File: src/rtl/cnv_pkg.sv
package cnv_pkg;
    typedef enum logic [1:0] {
        CTL_IDLE  = 2'd0,
        CTL_CONV  = 2'd1,
        CTL_DRAIN = 2'd2
    } ctl_st_e;

    typedef struct packed {
        ctl_st_e st;
        logic    mode;
        logic    ext;
        logic    prev_vld;
    } ctl_t;
endpackage

File: src/rtl/conv_timer.sv
module conv_timer #(
    parameter int CONV_CYC = 40
) (
    input  logic clk,
    input  logic rst_n,
    input  logic go_i,
    output logic done_o
);
    localparam int CW = $clog2(CONV_CYC + 1);

    logic          run_d, run_q;
    logic [CW-1:0] cnt_d, cnt_q;

    assign done_o = run_q && (cnt_q == CW'(CONV_CYC - 1));

    always_comb begin
        run_d = run_q;
        cnt_d = cnt_q;
        if (go_i) begin
            run_d = 1'b1;
            cnt_d = '0;
        end else if (run_q) begin
            if (done_o) run_d = 1'b0;
            else        cnt_d = cnt_q + CW'(1);
        end
    end

    always_ff @(posedge clk or negedge rst_n) begin
        if (!rst_n) begin
            run_q <= 1'b0;
            cnt_q <= '0;
        end else begin
            run_q <= run_d;
            cnt_q <= cnt_d;
        end
    end


    start_while_busy_chk: assert property (@(posedge clk) disable iff (!rst_n)
        go_i |-> !run_q);
endmodule

File: src/rtl/frame_shifter.sv
module frame_shifter #(
    parameter int W   = 16,
    parameter int DIV = 4
) (
    input  logic         clk,
    input  logic         rst_n,
    input  logic         load_i,
    input  logic [W-1:0] word_i,
    input  logic         nod_i,
    output logic         act_o,
    output logic         sclk_o,
    output logic         sdata_o,
    output logic         last_o,
    output logic         nod_o
);
    localparam int PW   = (DIV > 2) ? $clog2(DIV) : 1;
    localparam int BW   = $clog2(W);
    localparam int HALF = DIV / 2;

    logic          act_d, act_q;
    logic          nod_d, nod_q;
    logic [PW-1:0] ph_d, ph_q;
    logic [BW-1:0] bit_d, bit_q;
    logic [W-1:0]  sh_d, sh_q;

    logic wrap;
    assign wrap    = (ph_q == PW'(DIV - 1));
    assign act_o   = act_q;
    assign sclk_o  = act_q && (ph_q >= PW'(HALF));
    assign sdata_o = act_q && sh_q[W-1];
    assign last_o  = act_q && wrap && (bit_q == BW'(W - 1));
    assign nod_o   = nod_q;

    always_comb begin
        act_d = act_q;
        nod_d = nod_q;
        ph_d  = ph_q;
        bit_d = bit_q;
        sh_d  = sh_q;
        if (load_i) begin
            act_d = 1'b1;
            nod_d = nod_i;
            ph_d  = '0;
            bit_d = '0;
            sh_d  = word_i;
        end else if (act_q) begin
            if (wrap) begin
                ph_d = '0;
                if (last_o) begin
                    act_d = 1'b0;
                    nod_d = 1'b0;
                    sh_d  = '0;
                end else begin
                    bit_d = bit_q + BW'(1);
                    sh_d  = {sh_q[W-2:0], 1'b0};
                end
            end else begin
                ph_d = ph_q + PW'(1);
            end
        end
    end

    always_ff @(posedge clk or negedge rst_n) begin
        if (!rst_n) begin
            act_q <= 1'b0;
            nod_q <= 1'b0;
            ph_q  <= '0;
            bit_q <= '0;
            sh_q  <= '0;
        end else begin
            act_q <= act_d;
            nod_q <= nod_d;
            ph_q  <= ph_d;
            bit_q <= bit_d;
            sh_q  <= sh_d;
        end
    end


    data_edge_chk: assert property (@(posedge clk) disable iff (!rst_n)
        (act_q && !$stable(sdata_o)) |-> !sclk_o);


    load_overlap_chk: assert property (@(posedge clk) disable iff (!rst_n)
        load_i |-> !act_q);
endmodule

File: src/rtl/conv_serial_framer.sv
module conv_serial_framer
    import cnv_pkg::*;
#(
    parameter int W        = 16,
    parameter int CONV_CYC = 40,
    parameter int DIV      = 4
) (
    input  logic         clk,
    input  logic         rst_n,
    input  logic         start_i,
    input  logic         ext_sel_i,
    input  logic         rd_mode_i,
    input  logic         sclk_inv_i,
    input  logic         sync_inv_i,
    input  logic [W-1:0] result_i,
    output logic         busy_o,
    output logic         sclk_o,
    output logic         sync_o,
    output logic         sdata_o,
    output logic         nodata_o
);
    ctl_t         ctl_d, ctl_q;
    logic [W-1:0] prev_d, prev_q;

    logic         accept, t_done;
    logic         ld, ld_nod;
    logic [W-1:0] ld_word;
    logic         f_act, f_sclk, f_sdata, f_last, f_nod;

    assign accept = start_i && (ctl_q.st == CTL_IDLE) && !f_act;
    assign busy_o = (ctl_q.st != CTL_IDLE);

    conv_timer #(.CONV_CYC(CONV_CYC)) u_timer (
        .clk    (clk),
        .rst_n  (rst_n),
        .go_i   (accept),
        .done_o (t_done)
    );

    frame_shifter #(.W(W), .DIV(DIV)) u_shift (
        .clk     (clk),
        .rst_n   (rst_n),
        .load_i  (ld),
        .word_i  (ld_word),
        .nod_i   (ld_nod),
        .act_o   (f_act),
        .sclk_o  (f_sclk),
        .sdata_o (f_sdata),
        .last_o  (f_last),
        .nod_o   (f_nod)
    );

    always_comb begin
        ctl_d   = ctl_q;
        prev_d  = prev_q;
        ld      = 1'b0;
        ld_nod  = 1'b0;
        ld_word = '0;
        unique case (ctl_q.st)
            CTL_IDLE: begin
                if (accept) begin
                    ctl_d.st   = CTL_CONV;
                    ctl_d.mode = rd_mode_i;
                    ctl_d.ext  = ext_sel_i;
                    if (rd_mode_i && !ext_sel_i) begin
                        ld      = 1'b1;
                        ld_nod  = !ctl_q.prev_vld;
                        ld_word = ctl_q.prev_vld ? prev_q : '0;
                    end
                end
            end
            CTL_CONV: begin
                if (t_done) begin
                    prev_d         = result_i;
                    ctl_d.prev_vld = 1'b1;
                    if (!ctl_q.mode && !ctl_q.ext) begin
                        ld       = 1'b1;
                        ld_word  = result_i;
                        ctl_d.st = CTL_DRAIN;
                    end else begin
                        ctl_d.st = CTL_IDLE;
                    end
                end
            end
            CTL_DRAIN: begin
                if (f_last) ctl_d.st = CTL_IDLE;
            end
            default: ctl_d.st = CTL_IDLE;
        endcase
    end

    always_ff @(posedge clk or negedge rst_n) begin
        if (!rst_n) begin
            ctl_q  <= '{st: CTL_IDLE, mode: 1'b0, ext: 1'b0, prev_vld: 1'b0};
            prev_q <= '0;
        end else begin
            ctl_q  <= ctl_d;
            prev_q <= prev_d;
        end
    end

    assign sclk_o   = f_sclk ^ sclk_inv_i;
    assign sync_o   = f_act ^ sync_inv_i;
    assign sdata_o  = f_sdata;
    assign nodata_o = f_nod;


    drain_active_chk: assert property (@(posedge clk) disable iff (!rst_n)
        (ctl_q.st == CTL_DRAIN) |-> f_act);


    ext_idle_chk: assert property (@(posedge clk) disable iff (!rst_n)
        (busy_o && ctl_q.ext) |-> !f_act);


    nodata_frame_chk: assert property (@(posedge clk) disable iff (!rst_n)
        nodata_o |-> (f_act && ctl_q.mode));
endmodule

File: config.mk
export PLATFORM = sky130hd
export DESIGN_NAME = conv_serial_framer
export DESIGN_NICKNAME = d
export VERILOG_FILES = /design/src/rtl/cnv_pkg.sv /design/src/rtl/conv_timer.sv /design/src/rtl/frame_shifter.sv /design/src/rtl/conv_serial_framer.sv
export SDC_FILE = /design/constraint.sdc
export NUM_CORES = 1
export LEC_CHECK = 0
export ABC_AREA = 1
export BUFFER_PORTS_ARGS = -buffer_cell sky130_fd_sc_hd__buf_2
export CAP_MARGIN = 30
export CELL_PAD_IN_SITES_DETAIL_PLACEMENT = 1
export CELL_PAD_IN_SITES_GLOBAL_PLACEMENT = 2
export CORE_MARGIN = 4
export CORE_UTILIZATION = 37
export DETAILED_ROUTE_END_ITERATION = 10
export HOLD_SLACK_MARGIN = 0.06
export MAX_ROUTING_LAYER = met4
export PLACE_DENSITY = 0.87
export SLEW_MARGIN = 20
export SYNTH_ARGS = -nofsm -noshare
export SYNTH_HDL_FRONTEND = slang
export SYNTH_SLANG_ARGS = --single-unit
File: constraint.sdc
create_clock -name clk -period 3.75 [get_ports clk]
set_input_delay 0.75 -clock clk [delete_from_list [all_inputs] [get_ports clk]]
set_output_delay 0.75 -clock clk [all_outputs]
set_load 0.02 [all_outputs]
# == Word-level counts from Yosys, hierarchy flattened ==
# Cells that the tools add are included.
# W data, S select, Z words.
# word_totals
register_bits,52
in_bits,23
out_inout_bits,5
wordCells,99
# classes
addsub,3
magnitude_cmp,1
n_eq_ne,10
n_mux,44
bitwise,2
reduce_logical,27
# ops
cell,n
$mux W16,9
$pmux W16 S2,1
$mux W4,5
$mux W1,18
$mux W6,3
$mux W2,6
$ne A2 B2 Y1 const B,5
$reduce_bool A2 Y1,5
$logic_and A1 B1 Y1,9
$reduce_and A3 Y1,3
$reduce_and A2 Y1,4
$add A6 B1 Y6 const B,1
$eq A6 B6 Y1 const B,1
$pmux W2 S3,1
$logic_not A1 Y1,5
$add A4 B1 Y4 const B,1
$eq A2 B2 Y1 const B,2
$eq A4 B4 Y1 const B,1
$add A2 B1 Y2 const B,1
$eq A2 B1 Y1 const B,1
$ge A2 B2 Y1 const B,1
$logic_not A2 Y1,1
$pmux W1 S2,1
$xor A1 B1 Y1,2

# == Longest topological paths before layout ==
# depth
depth_word,7
ltp_mapped,9

# == Modules after synthesis ==
# Synthesis repeated with hierarchy kept, for this count alone.
# hier_totals
cells_unflattened,408
area_unflattened_um2,2995.4
# modules_own_cells
module,n_inst,cells_per_inst,area_each_um2,seq_area_each_um2
conv_serial_framer,1,187,1298.7,525.5
frame_shifter,1,170,1296.2,600.6
conv_timer,1,51,400.4,175.2

# == Worst setup path before layout ==
# Ideal clock, no wire load.
# synth_timing
path_type,in2out
startpoint,in sclk_inv_i
endpoint,out sclk_o
t_arrival_ns,1.132
slack_ns,1.868
path_stages,1
cell_sequence,xnor2_1
# synth_between
elab_chain_len,1
# synth_rtl
item,line_no,rtl
start: declaration,conv_serial_framer.sv:13,"input logic sclk_inv_i,"
$xor A1 B1 Y1,conv_serial_framer.sv:102,assign sclk_o = f_sclk ^ sclk_inv_i;
end: declaration,conv_serial_framer.sv:17,"output logic sclk_o,"
# Every way passes these cells.

# == Worst setup path in the final report ==
# layout_timing
startpoint,reg u_shift.ph_q[0]
endpoint,out sclk_o
# layout_between
elab_chain_len,3
# layout_rtl
item,line_no,rtl
start: declaration,frame_shifter.sv:22,"logic [PW-1:0] ph_d, ph_q;"
start signal: assignment,frame_shifter.sv:73,ph_q <= ph_d;
$ge A2 B2 Y1,frame_shifter.sv:29,assign sclk_o = act_q && (ph_q >= PW'(HALF));
$logic_and A1 B1 Y1,frame_shifter.sv:29,
$xor A1 B1 Y1,conv_serial_framer.sv:102,
# Every way passes these cells.

==> results.sh <==
export IMPL_endpoint="sclk_o"
export IMPL_synthArstFlopShare_pct=100
export IMPL_fin_crit_ns=2.22
export IMPL_viasPerCell=4.80
export IMPL_postSynthAreaPerCell_um2=7.74
export IMPL_finish_utilization_pct=42.3
export IMPL_hpwl_um=4770
export IMPL_core_mm2=0.00725
export IMPL_initialDrtViolationCount=64
export IMPL_antenna_found_initial=0
export IMPL_rsz0062_at_grt="false"
export IMPL_die_area_mm2=0.00892
export IMPL_ff2ff_setup_slack_ns=1.55
export IMPL_drcViolationCount=0
export IMPL_vias=2307
export IMPL_die_w_um=94.4
export IMPL_area_growth_pct=11.0
export IMPL_fin_setup_tns_ns=0
export IMPL_syn_num_nets=384
export IMPL_first_global_vias=2356
export IMPL_grt_use_total_pct=16.9
export IMPL_hold_class="flip-flop to flip-flop"
export IMPL_required_ns=3.00
export IMPL_drive_gt1_share_pct=13.9
export IMPL_row_count=31
export IMPL_final_nets=409
export IMPL_ant_nets=0
export IMPL_synthDistinctLibCells=29
export IMPL_period_share_pct=59.1
export IMPL_netlist_instances=357
export IMPL_netlist_area_mm2=0.00276
export IMPL_maxSlewViolCount=0
export IMPL_status="finished, final reports clean"
export IMPL_reg2regPathDepth=7
export IMPL_routed_wl_um=6730
export IMPL_ys_warn_count=0
export IMPL_reg2reg_to="prev_q[11]"
export IMPL_grt_start_max_net_pins=34
export IMPL_clk_path_buf_depth=2
export IMPL_hold_buffers=0
export IMPL_crit_path_start="u_shift.ph_q[0]"
export IMPL_root_buffer="clkbuf_8"
export IMPL_synth_top_area_share_pct=47.1
export IMPL_total_power_mw=0.943
export IMPL_path_class="flip-flop to output port"
export IMPL_synth_seq_cells=52
export IMPL_rr_startpoint="u_timer.cnt_q[0]"
export IMPL_htree_levels=2
export IMPL_grt_overflow=0
export IMPL_synthFlopType="dfrtp_1"
export IMPL_worst_slew_pin_slew_ns=0.780
export IMPL_layout_commonest_cell="nand2_1"
export IMPL_layout_cells_most_common_list="nand2_1 (110), dfrtp_1 (52), nand3_1 (46)"
export IMPL_endpoint_kind="output port"
export IMPL_synthTopCellsByArea="dfrtp_1 (47%), nand2_1 (15%), nand3_1 (8.3%)"
export IMPL_synth_seq_area_share_pct=47.1
export IMPL_portBuffers=27
export IMPL_cts_resized_gates=0
export IMPL_max_cap_viol_count=0
export IMPL_fmax_mhz=451
export IMPL_synth_edf_count=0
export IMPL_arrival_ns=1.47
export IMPL_clkSlewWorstSetupHoldPaths_ns=0.09
export IMPL_hold_viol=0
export IMPL_clk_latency_ns=0.31
export IMPL_cts_buffers=5
export IMPL_relSlewSlack_pct=48.0
export IMPL_synth_top_area_cell="dfrtp_1"
export IMPL_finalClockSkew_ns=0.00548
export IMPL_start_kind="flip-flop"
export IMPL_cts_sinks=52
export IMPL_peakVddDrop_mv=0.117
export IMPL_final_setup_viol_count=0
export IMPL_boundaryPins=28
export IMPL_cts_setup_buffers=0
export IMPL_antennaDiodeCount=0
export IMPL_path_max_fanout=3
export IMPL_start_util_pct=38.1
export IMPL_grt_pass1_wl_um=11600
export IMPL_power_density_mw_per_mm2=308
export IMPL_first_pass_iters=4
export IMPL_tritoncts="yes"
export IMPL_wl_per_cell_um=14.0
export IMPL_die_y_um=94.4
export IMPL_gp_congestion=0.803
export IMPL_p_leak_nw=1.53
-- how the worst min path moves through the flow --
stage | startpoint | endpoint | slack (ns) | depth (start not counted)
2_1_floorplan | ctl_q[0] | u_shift.nod_o | 0.44 | 1
3_3_place_gp | ctl_q[0] | u_shift.nod_o | 0.45 | 1
3_5_place_dp | ctl_q[0] | u_shift.nod_o | 0.47 | 1
4_1_cts | ctl_q[0] | u_shift.nod_o | 0.48 | 1
5_1_grt | ctl_q[0] | u_shift.nod_o | 0.50 | 1
6_report | ctl_q[0] | u_shift.nod_o | 0.48 | 1
-- kinds of logic after synthesis --
| kind of cell | after synthesis | share of synthesized area (%) |
|---|---|---|
| flip-flops | 52 | 47.1 |
| buffers and inverters | 57 | 8.51 |
| AND/OR/NAND/NOR | 212 | 35.9 |
| adder cells (fa/ha/maj) | 4 | 1.81 |
| XOR/XNOR | 5 | 1.58 |
| AO/OA/AOI/OAI | 27 | 5.16 |
-- state kept, by name (all words and copies together) (netlist names) --
name,flops
ctl_q,5
prev_q,16
u_shift.act_o,1
u_shift.bit_q,4
u_shift.nod_o,1
u_shift.ph_q,2
u_shift.sh_q,16
u_timer.cnt_q,6
u_timer.run_q,1
-- worst max-delay path, cell delays in order (launching register included) --
cell and delay, ns:
dfrtp_1 0.38, inv_1 0.07, ha_1 0.18, o21ai_0 0.20, xnor2_1 0.14, buf_2 0.18
-- per-layer routing --
layer  up-vias  GRT usage [%]  part of all wire [%]
met5         -              -                     0
met4         0           4.33                   1.1
met3         5           2.87                   2.2
met2        21           26.4                    47
met1      1106           22.9                    50
li1       1175              -                     -
-- report_power, final --
part | switching [mW] | total, mW | internal (mW)
clock | 0.186 | 0.351 | 0.165
combinational | 0.0213 | 0.0321 | 0.0108
sequential | 0 | 0.560 | 0.560
total | 0.207 | 0.943 | 0.736
-- synthesized netlist by cell type (4+ instances only) --
master and number:
nor2_1 26, nand3b_1 7, ha_1 4, a21oi_1 5
inv_2 4, o21ai_0 19, dfrtp_1 52, nand4_1 9
buf_2 5, nand2_1 110, inv_1 41, nand3_1 46
nor2_2 4
-- cell type report --
type | count | area (um^2)
sequential | 52 | 1300
clock buffer | 7 | 96.3
tap | 99 | 124
multi-input combinational | 248 | 1230
timing repair buffer | 28 | 143
fill | 941 | 4190
inverter | 47 | 176
-- per-stage QoR --
step,setup slack (ns),hold WS [ns],cells,cell area (um^2)
floorplan,1.87,0.436,357,2760
global placement,1.53,0.449,474,2970
detailed placement,1.54,0.467,474,2970
CTS,1.49,0.482,481,3070
global route,1.25,0.499,481,3070
finish,1.53,0.480,481,3070
Note: power is estimated with default switching activity, not from simulation.
